[config.mk]
export PLATFORM = sky130hd
export DESIGN_NAME = startup_src_seq
export DESIGN_NICKNAME = d
export VERILOG_FILES = /design/src/rtl/startup_src_seq.sv
export SDC_FILE = /design/constraint.sdc
export NUM_CORES = 1
export LEC_CHECK = 0
export BUFFER_PORTS_ARGS = -buffer_cell sky130_fd_sc_hd__buf_2
export CORE_AREA = 5 5 42 44
export CTS_BUF_LIST = sky130_fd_sc_hd__clkbuf_16
export DETAILED_ROUTE_END_ITERATION = 16
export DIE_AREA = 0 0 47 49
export PLACE_DENSITY_LB_ADDON = 0.2
export RECOVER_POWER = 25
export SLEW_MARGIN = 15
export SYNTH_ARGS = -nofsm -noshare
export SYNTH_HDL_FRONTEND = slang
export SYNTH_SLANG_ARGS = --single-unit
[constraint.sdc]
create_clock -name clk -period 2.3 [get_ports clk]
set_input_delay 0.46 -clock clk [delete_from_list [all_inputs] [get_ports clk]]
set_output_delay 0.46 -clock clk [all_outputs]
set_load 0.02 [all_outputs]
[src/rtl/startup_src_seq.sv]
module startup_src_seq (
  input  logic clk,
  input  logic rst_n,
  input  logic above_inhibit,
  input  logic above_on,
  input  logic below_min,
  input  logic over_temp,
  output logic low_cur_en,
  output logic high_cur_en,
  output logic logic_rst,
  output logic drv_en
);

  typedef enum logic [1:0] {
    ST_HALT = 2'd0,
    ST_WEAK = 2'd1,
    ST_STRONG = 2'd2,
    ST_RUN = 2'd3
  } seq_state_t;

  seq_state_t st, nxt;

  always_comb begin
    nxt = st;
    if (over_temp) nxt = ST_HALT;
    else begin
      case (st)
        ST_HALT:   nxt = ST_WEAK;
        ST_WEAK:   if (above_inhibit) nxt = ST_STRONG;
        ST_STRONG: if (above_on) nxt = ST_RUN;
                   else if (!above_inhibit) nxt = ST_WEAK;
        ST_RUN:    if (below_min) nxt = ST_WEAK;
        default:   nxt = ST_HALT;
      endcase
    end
  end

  always_ff @(posedge clk or negedge rst_n)
    if (!rst_n) st <= ST_HALT;
    else        st <= nxt;

  assign low_cur_en  = (st == ST_WEAK)   && !over_temp;
  assign high_cur_en = (st == ST_STRONG) && !over_temp;
  assign drv_en      = (st == ST_RUN)    && !over_temp;
  assign logic_rst   = (st == ST_HALT)   || over_temp;


  halt_exit_chk: assert property (@(posedge clk) disable iff (!rst_n)
    (st == ST_HALT && !over_temp) |=> (st == ST_WEAK));


  weak_to_strong_chk: assert property (@(posedge clk) disable iff (!rst_n)
    (st == ST_WEAK && above_inhibit && !over_temp) |=> high_cur_en || over_temp);


  strong_fallback_chk: assert property (@(posedge clk) disable iff (!rst_n)
    (st == ST_STRONG && !above_inhibit && !above_on && !over_temp) |=> (st == ST_WEAK));


  strong_to_run_chk: assert property (@(posedge clk) disable iff (!rst_n)
    (st == ST_STRONG && above_on && !over_temp) |=> (st == ST_RUN));


  run_restart_chk: assert property (@(posedge clk) disable iff (!rst_n)
    (st == ST_RUN && below_min && !over_temp) |=> (st == ST_WEAK));


  thermal_halt_chk: assert property (@(posedge clk) disable iff (!rst_n)
    over_temp |=> (st == ST_HALT) && logic_rst);


  thermal_kill_chk: assert property (@(posedge clk) disable iff (!rst_n)
    over_temp |-> !drv_en && !low_cur_en && !high_cur_en && logic_rst);


  weak_no_skip_chk: assert property (@(posedge clk) disable iff (!rst_n)
    (st == ST_WEAK) |=> (st != ST_RUN));

endmodule

# --- After elaboration in Yosys (flattened, before gate mapping) ---
# Cells that the tools add are included.
word_totals:
  reg_bits: 2
  latchBits: 0
  ram_bits: 0
  mem_bits_ro: 0
  input_bits: 6
  elab_cells: 20
  memories: 0
classes:
  add_sub_neg: 0
  multipliers: 0
  div: 0
  magnitude_cmp: 0
  eq_ne: 6
  shifts: 0
  n_mux: 6
  bitwise_logic: 0
  reduce_logical: 7
op_table:
  columns: ["operator", "n"]
  rows:
  - ["2-bit two-way mux", 5]
  - ["2-bit one-hot mux with 4 select lines", 1]
  - ["3-bit != test, second input constant", 2]
  - ["2-bit == test, second input constant", 2]
  - ["4-bit != test, second input constant", 1]
  - ["1-bit logical AND", 3]
  - ["3-bit AND reduction", 1]
  - ["2-bit by 1-bit == test with 1-bit output, second input constant", 1]
  - ["2-bit zero test", 1]
  - ["1-bit zero test", 1]
  - ["1-bit logical OR", 1]

# --- Longest topological paths before layout ---
depth:
  ltp_word: 4
  depth_mapped: 5

# --- Worst setup path after synthesis ---
# No wires, ideal clock.
synth_path:
  path_type: "register -> output"
  startpoint: "register st[0]"
  endpoint: "output port high_cur_en"
  arrival_ns: 1.005
  t_required_ns: 1.840
  setup_slack_ns: 0.835
  stages_incl_launch_ff: 4
  path_buffers: 0
  cell_sequence: "dfrtp_1 > inv_1 > ha_1 > nor2b_1"
synth_between:
  elab_chain_len: 2
synth_rtl:
  columns: ["element", "line_no", "source"]
  rows:
  - ["from (decl)", "21", "seq_state_t st, nxt;"]
  - ["from (signal assigned)", "40", "else st <= nxt;"]
  - ["2-bit == test", "43", "assign high_cur_en = (st == ST_STRONG) && !over_temp;"]
  - ["1-bit logical AND", "43", null]
  - ["to (decl)", "9", "output logic high_cur_en,"]
# No other way between the ends.

# --- Final worst setup path ---
layout_path:
  startpoint: "register st[0]"
  endpoint: "output port logic_rst"
layout_between:
  elab_chain_len: 2
layout_rtl:
  columns: ["element", "line_no", "source"]
  rows:
  - ["2-bit zero test", "45", "assign logic_rst = (st == ST_HALT) || over_temp;"]
  - ["1-bit logical OR", "45", null]
  - ["to (decl)", "10", "output logic logic_rst,"]
# No other way between the ends.

==> impl_metrics.tcl <==
set metrics [dict create \
    status "complete, no violations" \
    rsz0062_at_grt "no" \
    ir_drop_mv 0.4489 \
    regMostFlops "st" \
    die_w_um 47 \
    postCtsResizedCells 0 \
    critPathBufInv 2 \
    seq_area_um2 50.05 \
    core_area_um2 1401 \
    cts_setup_buffers 0 \
    clk_pin_slew_ns 0.03 \
    hold_violations 0 \
    grt_pass1_vias 219 \
    multiInputGateArea_um2 177.7 \
    nFillCells 161 \
    netlist_instances 25 \
    cts_tree "yes" \
    cts_root_buf "clkbuf_16" \
    start_util 0.1679 \
    syn_area_um2 235.2 \
    largest_reg_flops 2 \
    p_leak_nw 0.1808 \
    grt_max_degree 8 \
    cts.sinks 2 \
    worstPathRequired_ns 1.84 \
    powerDensity_nw_per_um2 945.4 \
    globalRouteOverflowTotal 0 \
    synth.distinct_cells 14 \
    relSlewSlack 0.8548 \
    diodes 0 \
    clk-insertion-delay-late_ns 0.22 \
    wire_per_inst_um 9.868 \
    ctsHoldBuffers 0 \
    finalSetupViolCount 0 \
    grt_pass1_wl_um 807 \
    num_rows 14 \
    dp_hpwl_um 413.7 \
    io_pins 10 \
    clock.fmax_mhz 553.7 \
    antenna_found_initial 0 \
    crit_fanout 4 \
    seq_area_frac_synth 0.2128 \
    cpMaxStageDelayCell "dfrtp_1" \
    ys_ff_latch 2 \
    syn_area_per_cell_um2 9.409 \
    reg2reg_from "st[0]" \
    path_cells "inv_1 -> ha_1 -> or2_2 -> buf_2" \
    setup_tns_ns 0 \
    reg.largest.list "st (2)" \
    final_layout_size_suffix_gt1_frac 0.3514 \
    fin_ws_ns 0.4940 \
    die-area_um2 2303 \
    via_per_inst 3.906 \
    min_period_ns 1.806 \
    drtIter0Drc 0 \
    drt-total-wl_um 523 \
    worstMarginPinSlew_ns 0.2174 \
    path_class "flop to output pin" \
    layout_common_cells "buf_2 (8), nor2b_1 (6), ha_1 (5)" \
    cp-start-kind "flop" \
    nNetsFinal 50 \
    numCtsBuffers 3 \
    max_stage_delay_ns 0.39 \
    final_common_cell "buf_2" \
    hold_path.class "input pin to asynchronous set/reset pin" \
    cp.arrival_ns 1.35 \
    crit_family "flip-flops" \
    first_pass_iters 1 \
    drc 0 \
    slew_viol_final 0 \
    port_buffers 9 \
    finalPower_mw 0.3537 \
    skew_ns 0.00006707 \
    syn_nets 36 \
    clockBufferDepth 2 \
    startpoint "st[0]" \
    place_congestion 0.7479 \
    drv_cap 0 \
    syn_to_final_growth_pct 59.04 \
    grtUsageTotal 0.05211 \
    vias 207 \
    crit_path_end_kind "output pin" \
    ys_warn_count 0 \
    die_h_um 49 \
    antenna_left 0 \
    fin_crit_sh 0.7852 \
    htree_levels 1 \
    dp_slack_ns 0.7165 \
]
==> final timing paths <==
path                              to  slack (ns)  cells after the start
setup / recovery           logic_rst        0.49                      4
setup reg to reg               st[1]        0.90                      5
min in group clk               st[1]        0.59                      3
hold / removal                 st[0]        0.02                      1
max in group asynchronous      st[1]        2.15                      1
hold reg to reg                st[1]        0.59                      2
==> power breakdown <==
part / switching [mW] / total, mW / internal [mW]
Clock: 0.0389 / 0.260 / 0.221
Combinational: 0.0264 / 0.0501 / 0.0237
Sequential: 0.00432 / 0.0437 / 0.0393
Total: 0.0695 / 0.354 / 0.284
==> cell usage after synthesis <==
cell       number  share of area
a211oi_2        1          0.053
a21oi_1         1          0.021
a31oi_1         1          0.027
and3_1          1          0.027
dfrtp_1         2           0.21
ha_1            5           0.27
inv_1           2          0.032
mux2i_1         1          0.043
nand2b_1        1          0.027
nand4bb_1       1          0.048
nor2b_1         6           0.16
o21ai_0         1          0.021
or2_2           1          0.027
or3b_1          1          0.037
==> per-layer routing <==
metal	up-vias	track usage	share of wire
met5	-	0	0
met4	0	0.06912	0
met3	0	0.01107	0.023
met2	2	0.09050	0.62
met1	96	0.03516	0.36
li1	109	-	-
==> worst register-to-register path, delay by kind of cell (launching register included) <==
| family | cells | cell delay, ns |
|---|---|---|
| simple gates | 1 | 0.16 |
| flops | 1 | 0.39 |
| compound gates | 1 | 0.23 |
| mux | 1 | 0.21 |
| buf+inv | 1 | 0.11 |
| fa+ha+maj | 1 | 0.23 |
==> final cells by class <==
| cell class | count | share of cell area |
|---|---|---|
| Multi-Input combinational cell | 21 | 0.4749 |
| Clock buffer | 3 | 0.2007 |
| Sequential cell | 2 | 0.1338 |
| Timing Repair Buffer | 9 | 0.1171 |
| Tap cell | 16 | 0.05351 |
| Inverter | 2 | 0.02007 |
==> cell families (layout without fill, tap and decap cells) <==
family                   after synthesis  count (layout)  synth area share
AO/OA/AOI/OAI                          4               4            0.1223
adder cells (fa/ha/maj)                5               5            0.2660
buffers and inverters                  2              14           0.03193
flip-flops                             2               2            0.2128
multiplexers                           1               1           0.04255
AND/OR/NAND/NOR                       11              11            0.3245
==> stage by stage <==
step                      instance area, µm²  instances  utilization  hold WS [ns]
after global placement                 300.3         50       0.2143        0.2452
after detailed placement               300.3         50       0.2143        0.2464
after CTS                              375.4         53       0.2679       0.01792
final                                  374.1         53       0.2670       0.02031
after global routing                   374.1         53       0.2670       0.02968
after floorplan                        235.2         25            -        0.1644
No activity file was read; power rests on OpenSTA's default activity.
